$ cat src/rtl/irq_agg_pkg.sv
package irq_agg_pkg;
  localparam int ADDR_W = 12;
  localparam logic [ADDR_W-1:0] RAW_OFFSET = 12'h300;

  // CPU pairs share a 0x400-spaced bank; the view sits 0x80 above the mask
  function automatic logic [ADDR_W-1:0] mask_offset(input int unsigned cpu);
    return 12'h200 + 12'(cpu / 2) * 12'h400 + 12'(cpu % 2) * 12'h040;
  endfunction

  function automatic logic [ADDR_W-1:0] view_offset(input int unsigned cpu);
    return mask_offset(cpu) + 12'h080;
  endfunction
endpackage

$ cat src/rtl/irq_raw_capture.sv
module irq_raw_capture #(
  parameter int NUM_LINES  = 64,
  parameter int LEGACY_BIT = 55
) (
  input  logic                 clk,
  input  logic                 rst,
  input  logic [NUM_LINES-1:0] dev_lines,
  input  logic                 legacy_irq,
  output logic [NUM_LINES-1:0] raw_q
);
  logic [NUM_LINES-1:0] raw_next;

  always_comb begin
    raw_next = dev_lines;
    raw_next[LEGACY_BIT] = legacy_irq;
  end

  always_ff @(posedge clk) begin
    if (rst) raw_q <= '0;
    else     raw_q <= raw_next;
  end
endmodule

$ cat src/rtl/irq_mask_bank.sv
module irq_mask_bank #(
  parameter int NUM_CPUS = 4,
  parameter int WIDTH    = 64
) (
  input  logic                            clk,
  input  logic                            rst,
  input  logic [NUM_CPUS-1:0]             wr_en,
  input  logic [WIDTH-1:0]                wr_data,
  input  logic [WIDTH-1:0]                raw,
  input  logic [NUM_CPUS-1:0]             present,
  output logic [NUM_CPUS-1:0][WIDTH-1:0]  mask_q,
  output logic [NUM_CPUS-1:0][WIDTH-1:0]  masked,
  output logic [NUM_CPUS-1:0]             irq
);
  for (genvar c = 0; c < NUM_CPUS; c++) begin : g_cpu
    always_ff @(posedge clk) begin
      if (rst)          mask_q[c] <= '0;
      else if (wr_en[c]) mask_q[c] <= wr_data;
    end
    assign masked[c] = mask_q[c] & raw;
    assign irq[c]    = present[c] & (|masked[c]);
  end
endmodule

$ cat src/rtl/irq_reg_port.sv
module irq_reg_port
  import irq_agg_pkg::*;
#(
  parameter int NUM_CPUS = 4,
  parameter int WIDTH    = 64,
  localparam int STRB_W  = WIDTH / 8
) (
  input  logic                            clk,
  input  logic                            rst,
  input  logic                            req_valid,
  output logic                            req_ready,
  input  logic                            req_write,
  input  logic [ADDR_W-1:0]               req_addr,
  input  logic [STRB_W-1:0]               req_wstrb,
  output logic                            rsp_valid,
  input  logic                            rsp_ready,
  output logic [WIDTH-1:0]                rsp_rdata,
  output logic                            rsp_error,
  input  logic [NUM_CPUS-1:0][WIDTH-1:0]  mask_q,
  input  logic [NUM_CPUS-1:0][WIDTH-1:0]  masked,
  input  logic [WIDTH-1:0]                raw,
  output logic [NUM_CPUS-1:0]             mask_we
);
  logic [NUM_CPUS-1:0] hit_mask, hit_view;
  logic                hit_raw, known, full, legal, accept;
  logic [WIDTH-1:0]    sel_data;

  always_comb begin
    hit_mask = '0;
    hit_view = '0;
    sel_data = '0;
    for (int i = 0; i < NUM_CPUS; i++) begin
      hit_mask[i] = (req_addr == mask_offset(i));
      hit_view[i] = (req_addr == view_offset(i));
      if (hit_mask[i]) sel_data = sel_data | mask_q[i];
      if (hit_view[i]) sel_data = sel_data | masked[i];
    end
    hit_raw = (req_addr == RAW_OFFSET);
    if (hit_raw) sel_data = sel_data | raw;
  end

  assign known     = hit_raw | (|hit_mask) | (|hit_view);
  assign full      = &req_wstrb;
  assign legal     = known & full;
  assign req_ready = ~rsp_valid;
  assign accept    = req_valid & req_ready;
  assign mask_we   = {NUM_CPUS{accept & req_write & legal}} & hit_mask;

  always_ff @(posedge clk) begin
    if (rst) begin
      rsp_valid <= 1'b0;
      rsp_rdata <= '0;
      rsp_error <= 1'b0;
    end else if (accept) begin
      rsp_valid <= 1'b1;
      rsp_error <= ~legal;
      rsp_rdata <= (legal && !req_write) ? sel_data : '0;
    end else if (rsp_ready) begin
      rsp_valid <= 1'b0;
    end
  end
endmodule

$ cat src/rtl/irq_aggregator.sv
module irq_aggregator
  import irq_agg_pkg::*;
#(
  parameter int NUM_LINES  = 64,
  parameter int NUM_CPUS   = 4,
  parameter int LEGACY_BIT = 55,
  localparam int STRB_W    = NUM_LINES / 8
) (
  input  logic                 clk,
  input  logic                 rst,
  input  logic [NUM_LINES-1:0] dev_lines,
  input  logic                 legacy_irq,
  input  logic [NUM_CPUS-1:0]  cpu_present,
  input  logic                 req_valid,
  output logic                 req_ready,
  input  logic                 req_write,
  input  logic [ADDR_W-1:0]    req_addr,
  input  logic [NUM_LINES-1:0] req_wdata,
  input  logic [STRB_W-1:0]    req_wstrb,
  output logic                 rsp_valid,
  input  logic                 rsp_ready,
  output logic [NUM_LINES-1:0] rsp_rdata,
  output logic                 rsp_error,
  output logic [NUM_CPUS-1:0]  cpu_irq
);
  logic [NUM_LINES-1:0]                raw_q;
  logic [NUM_CPUS-1:0][NUM_LINES-1:0]  mask_q, masked;
  logic [NUM_CPUS-1:0]                 mask_we;

  irq_raw_capture #(.NUM_LINES(NUM_LINES), .LEGACY_BIT(LEGACY_BIT)) u_raw (
    .clk(clk), .rst(rst), .dev_lines(dev_lines), .legacy_irq(legacy_irq),
    .raw_q(raw_q)
  );

  irq_mask_bank #(.NUM_CPUS(NUM_CPUS), .WIDTH(NUM_LINES)) u_bank (
    .clk(clk), .rst(rst), .wr_en(mask_we), .wr_data(req_wdata), .raw(raw_q),
    .present(cpu_present), .mask_q(mask_q), .masked(masked), .irq(cpu_irq)
  );

  irq_reg_port #(.NUM_CPUS(NUM_CPUS), .WIDTH(NUM_LINES)) u_port (
    .clk(clk), .rst(rst), .req_valid(req_valid), .req_ready(req_ready),
    .req_write(req_write), .req_addr(req_addr), .req_wstrb(req_wstrb),
    .rsp_valid(rsp_valid), .rsp_ready(rsp_ready), .rsp_rdata(rsp_rdata),
    .rsp_error(rsp_error), .mask_q(mask_q), .masked(masked), .raw(raw_q),
    .mask_we(mask_we)
  );
endmodule

$ cat config.mk
export PLATFORM = sky130hd
export DESIGN_NAME = irq_aggregator
export DESIGN_NICKNAME = d
export VERILOG_FILES = /design/src/rtl/irq_agg_pkg.sv /design/src/rtl/irq_raw_capture.sv /design/src/rtl/irq_mask_bank.sv /design/src/rtl/irq_reg_port.sv /design/src/rtl/irq_aggregator.sv
export SDC_FILE = /design/constraint.sdc
export NUM_CORES = 1
export LEC_CHECK = 0
export ABC_CLOCK_PERIOD_IN_PS = 4300
export BUFFER_PORTS_ARGS = -buffer_cell sky130_fd_sc_hd__buf_2
export CORE_AREA = 2 2 181 316
export CTS_BUF_LIST = sky130_fd_sc_hd__clkbuf_8
export DETAILED_ROUTE_END_ITERATION = 10
export DIE_AREA = 0 0 183 318
export PLACE_DENSITY_LB_ADDON = 0.15
export SETUP_SLACK_MARGIN = 0.3
export SYNTH_ARGS = -nofsm -noshare
export SYNTH_HDL_FRONTEND = slang
export SYNTH_HIERARCHICAL = 1
export SYNTH_SLANG_ARGS = --single-unit
$ cat constraint.sdc
create_clock -name clk -period 4.3 [get_ports clk]
set_clock_uncertainty 0.2 [all_clocks]
set_input_delay 0 -clock clk [delete_from_list [all_inputs] [get_ports clk]]
set_output_delay 0 -clock clk [all_outputs]
set_load 0.005 [all_outputs]
* After elaboration in Yosys (flattened, before gate mapping)
Index checks and enable logic that the tools add are counted.
** Cells by class
- Reduce and logical (&&, ||, !) cells :: 10
- Equality and inequality tests :: 9
- Muxes and demuxes :: 12
- Bitwise logic cells :: 25
** Operators with widths (count)
- 64-bit two-way mux :: 10
- 64-bit bitwise OR :: 8
- 64-bit bitwise AND :: 4
- 64-bit OR reduction :: 4
- 12-bit by 10-bit equality test with 1-bit output (second input constant) :: 5
- 12-bit by 11-bit equality test with 1-bit output (second input constant) :: 4
- 1-bit bitwise AND :: 8
- 8-bit AND reduction :: 1
- 4-bit OR reduction :: 2
- 4-bit bitwise AND :: 1
- 1-bit two-way mux :: 2
- 1-bit inverter :: 2
- 1-bit bitwise OR :: 2
- 2-bit nonzero test :: 1
- 1-bit logical AND :: 1
- 1-bit zero test :: 1
** Storage, ports and cells
- Register bits :: 386
- Bits of input ports :: 158

* Logic depth before layout (Yosys ltp)
Gate-level depths: netlist (run 1).
- Word-level depth :: 19
- Gate-level depth with buffers :: 10
- Gate-level depth less buffers :: 7

* Hierarchy
Netlist (run 1), hierarchy kept.
** Modules (own cells, without submodules)
- irq_mask_bank :: instances 1, seq. area each 5124.9 sq um, area each 11250.8 sq um, cells an instance 1196
- irq_reg_port :: instances 1, seq. area each 1321.3 sq um, area each 7176.9 sq um, cells an instance 845
- irq_raw_capture :: instances 1, seq. area each 1281.2 sq um, area each 1918.1 sq um, cells an instance 135

* Worst setup path after synthesis (run 1)
No wires, ideal clock.
- Path kind :: register to register
- Start :: reg u_port.rsp_valid
- End :: reg u_bank/mask_q[88] in the netlist's numbering
- Path slack :: 1.217 ns
- Arrival :: 2.755 ns
- Cell stages (with the launch flop) :: 11
- Data required time :: 3.972 ns
- Path buffers :: 3
- Cell sequence :: dfxtp_1 > nand2b_1 > clkbuf_1 > a2111o_1 > nor3_1 > nand2_1 > nor4_1 > clkbuf_1 > buf_1 > mux2i_1 > nor2_1
** Between the ends
- Word-level cells in the longest chain between the ends :: 5
** Ends and longest elaborated chain
- start: declaration :: RTL line irq_reg_port.sv:15 : output logic rsp_valid,
- start signal: assignment :: RTL line irq_reg_port.sv:51 : rsp_valid <= 1'b0;
- start signal: assignment :: RTL line irq_reg_port.sv:55 : rsp_valid <= 1'b1;
- start signal: assignment :: RTL line irq_reg_port.sv:59 : rsp_valid <= 1'b0;
- 1-bit inverter :: RTL line irq_reg_port.sv:45 : assign req_ready = ~rsp_valid;
- 1-bit bitwise AND :: RTL line irq_reg_port.sv:46 : assign accept = req_valid & req_ready;
- 1-bit bitwise AND (2 in series) :: RTL line irq_reg_port.sv:47 : assign mask_we = {NUM_CPUS{accept & req_write & legal}} & hit_mask;
- 4-bit bitwise AND :: RTL line irq_reg_port.sv:47
- net mask_we[1] :: RTL line irq_aggregator.sv:28 : logic [NUM_CPUS-1:0] mask_we;
- end signal: indexed assignment :: RTL line irq_mask_bank.sv:18 : else if (wr_en[c]) mask_q[c] <= wr_data;
- end: declaration :: RTL line irq_mask_bank.sv:11 : output logic [NUM_CPUS-1:0][WIDTH-1:0] mask_q,
The timed path passes the listed nets, and every way through them passes these cells.
A chain may end at the register's enable or synchronous reset.

* Final worst setup path (run 1)
- Start :: in req_addr[4]
- End :: reg u_bank/mask_q[203] in the netlist's numbering
** Between the ends
- Word-level cells in the longest chain between the ends :: 7
- Elaborated cells between the ends (all ways) :: 16
** Ends and longest elaborated chain
- start: declaration :: RTL line irq_aggregator.sv:17 : input logic [ADDR_W-1:0] req_addr,
- 12-bit by 10-bit equality test with 1-bit output or 12-bit by 11-bit equality test with 1-bit output (tied branches) :: RTL line irq_reg_port.sv:33 : hit_mask[i] = (req_addr == mask_offset(i));
- 4-bit OR reduction :: RTL line irq_reg_port.sv:42 : assign known = hit_raw | (|hit_mask) | (|hit_view);
- 1-bit bitwise OR (2 in series) :: RTL line irq_reg_port.sv:42
- 1-bit bitwise AND :: RTL line irq_reg_port.sv:44 : assign legal = known & full;
- 1-bit bitwise AND :: RTL line irq_reg_port.sv:47
- 4-bit bitwise AND (*) :: RTL line irq_reg_port.sv:47
- net mask_we[3] :: RTL line irq_aggregator.sv:28
Mark *: on every way through the listed nets, which the timed path passes. The rest lies on a longest branch.

==> results of run 1 <==
[worst min-delay path, delay by kind of cell]
| family | cells | cell delay, ns |
|---|---|---|
| buf+inv | 2 | 0.71 |
| simple gates | 1 | 0.07 |
| mux | 1 | 0.09 |
[cells in the final DEF, fill, tap and decap left out, types with 34 or more instances in the layout]
| master | n |
|---|---|
| sky130_fd_sc_hd__a21oi_1 | 43 |
| sky130_fd_sc_hd__a221oi_1 | 34 |
| sky130_fd_sc_hd__a22oi_1 | 86 |
| sky130_fd_sc_hd__and2_1 | 263 |
| sky130_fd_sc_hd__buf_2 | 223 |
| sky130_fd_sc_hd__buf_4 | 64 |
| sky130_fd_sc_hd__clkbuf_8 | 80 |
| sky130_fd_sc_hd__dfxtp_1 | 386 |
| sky130_fd_sc_hd__dlygate4sd3_1 | 303 |
| sky130_fd_sc_hd__mux2i_1 | 346 |
| sky130_fd_sc_hd__nand2_1 | 59 |
| sky130_fd_sc_hd__nor2_1 | 306 |
| sky130_fd_sc_hd__nor2b_2 | 63 |
| sky130_fd_sc_hd__o21ai_0 | 43 |
[power groups by stage]
stage / Clock [W] / Sequential [W] / Combinational (W)
2_1_floorplan: 0 / 0.00372 / 0.000235
3_3_place_gp: 0 / 0.00374 / 0.000459
3_5_place_dp: 0 / 0.00374 / 0.000465
4_1_cts: 0.00339 / 0.00366 / 0.000676
5_1_grt: 0.00353 / 0.00367 / 0.000719
6_report: 0.00333 / 0.00367 / 0.000687
[what timing repair did]
action	in CTS	in global routing
hold endpoints to repair	374	0
hold buffers	303	0
resized for setup	0	2
setup endpoints to repair	0	2
[how the worst max path moves through the flow]
stage / cells after the start / slack (ns) / start / to
final: 13 / 0.45 / req_addr[4] / u_bank/mask_q[203]
after CTS: 13 / 0.53 / req_addr[4] / u_bank/mask_q[138]
after detailed placement: 9 / 1.04 / req_addr[7] / u_bank/mask_q[101]
after floorplan: 10 / 1.22 / u_port/rsp_valid / u_bank/mask_q[88]
after global routing: 13 / 0.32 / req_addr[4] / u_bank/mask_q[203]
after global placement: 9 / 1.10 / req_addr[7] / u_bank/mask_q[90]
[kinds of logic (layout without fill, tap and decap cells)]
| group | after synthesis | in the layout |
|---|---|---|
| AO/OA/AOI/OAI | 372 | 372 |
| multiplexers | 401 | 401 |
| AND/OR/NAND/NOR | 861 | 861 |
| buffers and inverters | 156 | 719 |
| flip-flops | 386 | 386 |
| other | 0 | 3 |
[registers in the layout, indices dropped and copies added (netlist names)]
register          count
u_bank/mask_q       256
u_port/rsp_rdata     64
u_raw/raw_q          64
u_port/rsp_error      1
u_port/rsp_valid      1
[area by class of cell]
| class | instances | area [um2] |
|---|---|---|
| multi-input cells | 1634 | 12000 |
| flip-flops and latches | 386 | 7730 |
| clock inverters | 27 | 164 |
| diodes | 3 | 7.51 |
| inverters | 8 | 30.0 |
| clock buffers | 80 | 1100 |
| repair buffers | 604 | 4900 |
| fillers | 5351 | 29000 |
| well taps | 702 | 878 |
[per-layer routing]
layer | wire length [um] | part of all wire | global-route usage
met1 | 34200 | 0.38 | 0.351
met2 | 42100 | 0.46 | 0.502
met3 | 6510 | 0.072 | 0.0543
met4 | 8100 | 0.089 | 0.231
met5 | 0 | 0 | 0
[stage by stage]
stage	power [W]	worst slack, ns	hold slack (ns)
CTS	0.00773	0.527	0.00113
floorplan	0.00395	1.22	-0.105
finish	0.00768	0.450	0.0262
global placement	0.00420	1.10	0.00936
detailed placement	0.00421	1.04	0.0125
global route	0.00792	0.321	0.0271
==> qor_table.md, run 1 <==
| Parameter | This run | Unit |
|---|---|---|
| Detailed-route via count | 19900 | - |
| Share of post-route cells with drive strength above 1 | 0.198 | - |
| Adder and majority gate portion of the synthesized area | 0 | - |
| Maximum fanout encountered on the critical timing path | 34 | - |
| Reg-to-reg critical path startpoint | u_port/rsp_valid | - |
| Global-route wire length before repair | 131000 | um |
| Area of the die | 58200 | um2 |
| Total nets after synthesis | 2334 | - |
| Simple-gate portion of the synthesized area | 0.233 | - |
| Dominant synthesized flop cell | sky130_fd_sc_hd__dfxtp_1 | - |
| Count of buffers added by post-CTS timing repair for setup | 0 | - |
| Clock latency on the worst-skew pair | 0.68 | ns |
| Cell area after placement | 22500 | um2 |
| Endpoint required time on the critical path | 4.68 | ns |
| Power share of the sequential group | 0.477 | - |
| Transition at the pin with the smallest max-transition slack | 1.18 | ns |
| Main combinational cell family by area after synthesis | simple AND/OR/NAND/NOR gates | - |
| Fraction of post-synthesis cell area in the top cell type by area | 0.380 | - |
| Slew headroom | 0.213 | - |
| Total number of H-tree levels | 2 | - |
| Internal cell power | 0.00570 | W |
| Cell area after synthesis | 20300 | um2 |
| DRT iter0 DRCs | 1652 | - |
| Final-report hold violation count | 0 | - |
| EDFF count, synth | 0 | - |
| CTS max path bufs | 3 | - |
| CTS tree | done | - |
| Area share of xor/xnor cells in the synthesized design | 0 | - |
| Pin count of the biggest net entering global routing | 158 | - |
| Number of max-cap violations | 0 | - |
| Sum of negative setup slack | 0 | ns |
| Combinational share of power | 0.090 | - |
| Crit-path leading delay family | buffers and inverters | - |
| Die Height | 318 | um |
| Clock network fraction of total power | 0.433 | - |
| Wire per inst | 26.4 | um |
| # clock sinks | 386 | - |
| Minimum setup slack among reg-to-reg paths | 0.62 | ns |
| Leading cell type by number of instances after synthesis | sky130_fd_sc_hd__dfxtp_1 | - |
| Total half-perimeter wirelength after legalization and detailed placement | 62100 | um |
| Top-Level Pins | 229 | - |
| Non-filler instance count after layout | 3444 | - |
| Power Dens Cells | 287 | nW/um2 |
| Start point of the worst hold path | req_wdata[2] | - |
| Pleak | 10.0 | nW |
| Dominant cells by area after synthesis | sky130_fd_sc_hd__dfxtp_1 38%, sky130_fd_sc_hd__mux2i_1 17%, sky130_fd_sc_hd__and2_1 8.1% | - |
| Peak Freq | 260 | MHz |
| Share of synthesized flip-flops with an asynchronous set or reset | 0 | - |
| Core occupancy in the finished layout | 0.480 | - |
| Number of standard-cell rows in the floorplan | 115 | - |
| Inserted Clock Buffers | 59 | - |
| Run status | completed | - |
| Reg2Reg Depth | 7 | - |
| Critical path start-end classification | in -> reg | - |
| Register clock-pin slew on the reported worst setup and hold paths | 0.06 | ns |
| Slowest CP cell | sky130_fd_sc_hd__dlygate4sd3_1 | - |
| Crit path arrival time | 4.23 | ns |
| Layout area overhead | 31.6 | % |
| Series of cell instances along the critical path | dlygate4sd3_1 -> buf_2 -> nor4_2 -> dlygate4sd3_1 -> nand2_1 -> buf_4 -> nor3_1 -> nand2_1 -> nor3_4 -> buf_12 -> mux2i_1 -> nor2_1 -> dlygate4sd3_1 | - |
| Number of global-route vias before repair | 19900 | - |
| Library cell used as clock root buffer | sky130_fd_sc_hd__clkbuf_8 | - |
| CP bufs+invs | 6 | - |
| Tot GR Track Use | 0.305 | - |
| Final setup violation count | 0 | - |
| Die width | 183 | um |
| Synth warn | 6 | - |
| Most prevalent standard cell on the critical path | sky130_fd_sc_hd__dlygate4sd3_1 | - |
| Average vias per placed instance | 5.78 | - |
| Most frequent cells after synthesis | 386 x sky130_fd_sc_hd__dfxtp_1, 346 x sky130_fd_sc_hd__mux2i_1, 309 x sky130_fd_sc_hd__nor2_1 | - |
| Final routed wirelength across all metal layers | 90900 | um |
| Startpoint type of the worst setup path | input pin | - |
| Worst min-delay path endpoint | u_bank/mask_q[194] | - |
| Area of the core | 55800 | um2 |
| Placed insts | 3031 | - |
| Number of antenna violations at the first check in global routing | 4 | - |
| Largest incremental delay on the critical path | 0.69 | ns |
| Reg-to-reg endpoint | u_port/rsp_rdata[19] | - |
| Sw Pwr | 0.00198 | W |
| Most area-hungry cell type in the Yosys netlist | sky130_fd_sc_hd__dfxtp_1 | - |
| Worst IR drop on VDD | 177 | uV |
| Register area share after synthesis | 0.380 | - |
| Setup repair after global routing missed its margin | no | - |
| DRC violation count after routing | 0 | - |
| Final layout net count | 2851 | - |
| FF+latch count, synth | 386 | - |
| Worst hold path cell count | 4 | - |
| Remaining global-route overflow | 0 | - |
| Initial DRT Pass Iterations | 6 | - |
| Critical path capture point type | flop | - |
| Weighted congestion reported at the end of routability-driven placement | 0.972 | - |
| PortBufs | 227 | - |
| Fin area | 26800 | um2 |
| Switching fraction of total power | 0.258 | - |
| Total count of max-transition violations in the final report | 0 | - |
| Initial cell density of the core | 0.364 | - |
| Synthesized area per cell | 9.35 | um2 |
| Syn Inst Count | 2176 | - |
| Final Critical Period | 3.85 | ns |
| Fraction of the cycle the final worst path needs | 0.895 | - |
| Area fraction in compound gates after synthesis | 0.137 | - |
| Multiplexer share of the synthesized area | 0.215 | - |
| Classification of the worst-slack hold path | in -> reg | - |
| Post-synthesis cell type count | 74 | - |
| Final ANT Viol Nets | 0 | - |
Note: power is estimated with default switching activity, not from simulation.
==> run 2: changes to the inputs <==
Settings changed: HOLD_SLACK_MARGIN set to 0.15, REMOVE_ABC_BUFFERS set to 1.
==> run 2 against run 1 <==
Compared with the run above:
- cell area grew 1.6%
- global-route usage shrank 0.29 points
- hold slack gained 0.13 ns
- clock power grew 11%
- largest power group is now clock
==> qor_table.md, run 2 (synthesis results as in run 1) <==
| Parameter | This run | Unit |
|---|---|---|
| Run status | completed | - |
| Setup repair after global routing missed its margin | no | - |
| Total number of H-tree levels | 2 | - |
| Area occupied by multi-input gates | 12000 | um2 |
| CP bufs+invs | 5 | - |
| Worst IR drop on VDD | 196 | uV |
| Remaining global-route overflow | 0 | - |
| Crit-path leading delay family | buffers and inverters | - |
| Area taken by flip-flops and latches | 7730 | um2 |
| Reg-to-reg critical path startpoint | u_port/rsp_valid | - |
| Power Dens Cells | 297 | nW/um2 |
| Wire per inst | 25.9 | um |
| Endpoint required time on the critical path | 4.65 | ns |
| Cell area after placement | 22400 | um2 |
| Total count of max-transition violations in the final report | 0 | - |
| Final routed wirelength across all metal layers | 90000 | um |
| Non-filler instance count after layout | 3479 | - |
| Top flop regs | u_bank/mask_q (256), u_port/rsp_rdata (64), u_raw/raw_q (64) | - |
| CTS tree | done | - |
| Classification of the worst-slack hold path | in -> reg | - |
| Most common cell after layout, fill and taps aside | sky130_fd_sc_hd__dfxtp_1 | - |
| Final ANT Viol Nets | 0 | - |
| Series of cell instances along the critical path | dlygate4sd3_1 -> buf_2 -> nor4_2 -> dlygate4sd3_1 -> nand2_1 -> nor3_1 -> nand2_1 -> nor4_2 -> buf_12 -> mux2i_1 -> dlygate4sd3_1 -> nor2_1 | - |
| Worst setup path startpoint | req_addr[4] | - |
| Sw Pwr | 0.00204 | W |
| Placed insts | 3026 | - |
| Area of the core | 55800 | um2 |
| Switching fraction of total power | 0.252 | - |
| Total half-perimeter wirelength after legalization and detailed placement | 60200 | um |
| Final layout net count | 2880 | - |
| Transition at the pin with the smallest max-transition slack | 1.09 | ns |
| Maximum fanout encountered on the critical timing path | 25 | - |
| Final setup violation count | 0 | - |
| Sum of negative setup slack | 0 | ns |
| Slowest CP cell | sky130_fd_sc_hd__dlygate4sd3_1 | - |
| Layout area overhead | 33.8 | % |
| Share of post-route cells with drive strength above 1 | 0.197 | - |
| Start point of the worst hold path | req_wstrb[6] | - |
| Top-Level Pins | 229 | - |
| Initial DRT Pass Iterations | 8 | - |
| Pleak | 10.2 | nW |
| Area of the die | 58200 | um2 |
| Critical path start-end classification | in -> reg | - |
| Fin area | 27200 | um2 |
| Internal cell power | 0.00604 | W |
| Die Height | 318 | um |
| Fraction of the cycle the final worst path needs | 0.869 | - |
| Number of max-cap violations | 0 | - |
| Largest incremental delay on the critical path | 0.67 | ns |
| Average vias per placed instance | 5.73 | - |
| Combinational share of power | 0.088 | - |
| Peak Freq | 268 | MHz |
| # clock sinks | 386 | - |
| Final Critical Period | 3.74 | ns |
| Most frequent cells in the layout | 386 x sky130_fd_sc_hd__dfxtp_1, 346 x sky130_fd_sc_hd__mux2i_1, 336 x sky130_fd_sc_hd__dlygate4sd3_1 | - |
| Pin count of the biggest net entering global routing | 121 | - |
| Number of flip-flops under the largest register name | 256 | - |
| Most prevalent standard cell on the critical path | sky130_fd_sc_hd__dlygate4sd3_1 | - |
| Library cell used as clock root buffer | sky130_fd_sc_hd__clkbuf_8 | - |
| Crit path arrival time | 4.09 | ns |
| Core occupancy in the finished layout | 0.488 | - |
| Number of antenna violations at the first check in global routing | 4 | - |
| Filler Cells Inserted | 5369 | - |
| Global-route wire length before repair | 131000 | um |
| PortBufs | 227 | - |
| Count of buffers added by post-CTS timing repair for setup | 0 | - |
| Final-report hold violation count | 0 | - |
| Weighted congestion reported at the end of routability-driven placement | 0.932 | - |
| Number of global-route vias before repair | 19800 | - |
| Critical path capture point type | flop | - |
| Clock network fraction of total power | 0.459 | - |
| Clock latency on the worst-skew pair | 0.69 | ns |
| DRT iter0 DRCs | 1570 | - |
| Startpoint type of the worst setup path | input pin | - |
| Power share of the sequential group | 0.453 | - |
| Die width | 183 | um |
| Slew headroom | 0.277 | - |
| Inserted Clock Buffers | 59 | - |
| Tot GR Track Use | 0.302 | - |
| Register containing the most flip-flops in the final layout | u_bank/mask_q | - |
| CTS max path bufs | 3 | - |
| Detailed-route via count | 19900 | - |
| Initial cell density of the core | 0.364 | - |
| DRC violation count after routing | 0 | - |
| Register clock-pin slew on the reported worst setup and hold paths | 0.07 | ns |
| Total Power Consumption | 0.00808 | W |
| Number of standard-cell rows in the floorplan | 115 | - |
-- run 2: changes by cell type in the layout (fill, tap and decap cells not counted), moves of 3 or more --
cell                            delta
sky130_fd_sc_hd__nor3_2            +3
sky130_fd_sc_hd__clkbuf_8          -3
sky130_fd_sc_hd__buf_4             -5
sky130_fd_sc_hd__dlygate4sd3_1    +33
sky130_fd_sc_hd__inv_1             -7
sky130_fd_sc_hd__clkinv_2          +6
sky130_fd_sc_hd__nor3_4            -3
sky130_fd_sc_hd__bufinv_16         +6
-- run 2: tightest hold or removal path, cell delays in order --
cell	delay, ns
sky130_fd_sc_hd__buf_2	0.09
sky130_fd_sc_hd__nand2_1	0.09
sky130_fd_sc_hd__a2111o_1	0.17
sky130_fd_sc_hd__nor4_2	0.05
sky130_fd_sc_hd__dlymetal6s4s_1	0.33
sky130_fd_sc_hd__a21oi_1	0.16
sky130_fd_sc_hd__a211oi_1	0.06
-- run 2: path summary, 6_finish.rpt --
check,end,slack [ns],cells after the start
worst max-delay path,u_bank/mask_q[125],0.56,12
worst min-delay path,u_port/rsp_rdata[56],0.16,7
worst max register to register,u_bank/mask_q[125],0.75,9
worst min register to register,u_port/rsp_rdata[26],0.25,2
-- run 2: layer usage --
layer / vias up / track usage / routed length, um / share of wire
li1: 9042 / - / - / -
met1: 9739 / 0.359 / 34800 / 0.39
met2: 915 / 0.514 / 42900 / 0.48
met3: 252 / 0.0435 / 6340 / 0.070
met4: 0 / 0.180 / 6000 / 0.067
met5: - / 0 / 0 / 0
-- run 2: cell type report --
cell class              count  share of cell area
multi-input cells        1634               0.439
diodes                      5            0.000460
well taps                 702              0.0323
clock inverters            34              0.0133
repair buffers            633               0.191
flip-flops and latches    386               0.284
clock buffers              77              0.0389
inverters                   8             0.00110
-- run 2: metrics by stage --
stage,hold WS (ns),worst slack [ns]
final,0.156,0.563
after global routing,0.206,0.462
after CTS,0.159,0.357
after detailed placement,0.0116,0.905
after global placement,0.00764,0.933
after floorplan,-0.134,-7.65
-- run 2: repair_timing --
item                                    CTS  global route
endpoints found under the hold margin   384             0
hold buffers                            337             0
endpoints found under the setup margin    0             1
gates resized for setup                   0             1
-- run 2: power by group through the flow --
stage | Combinational, W | Sequential, W | Clock, W
after global placement | 0.000468 | 0.00374 | 0
after detailed placement | 0.000471 | 0.00374 | 0
after CTS | 0.000701 | 0.00366 | 0.00377
after floorplan | 0.000125 | 0.00372 | 0
final | 0.000711 | 0.00366 | 0.00371
after global routing | 0.000745 | 0.00367 | 0.00391
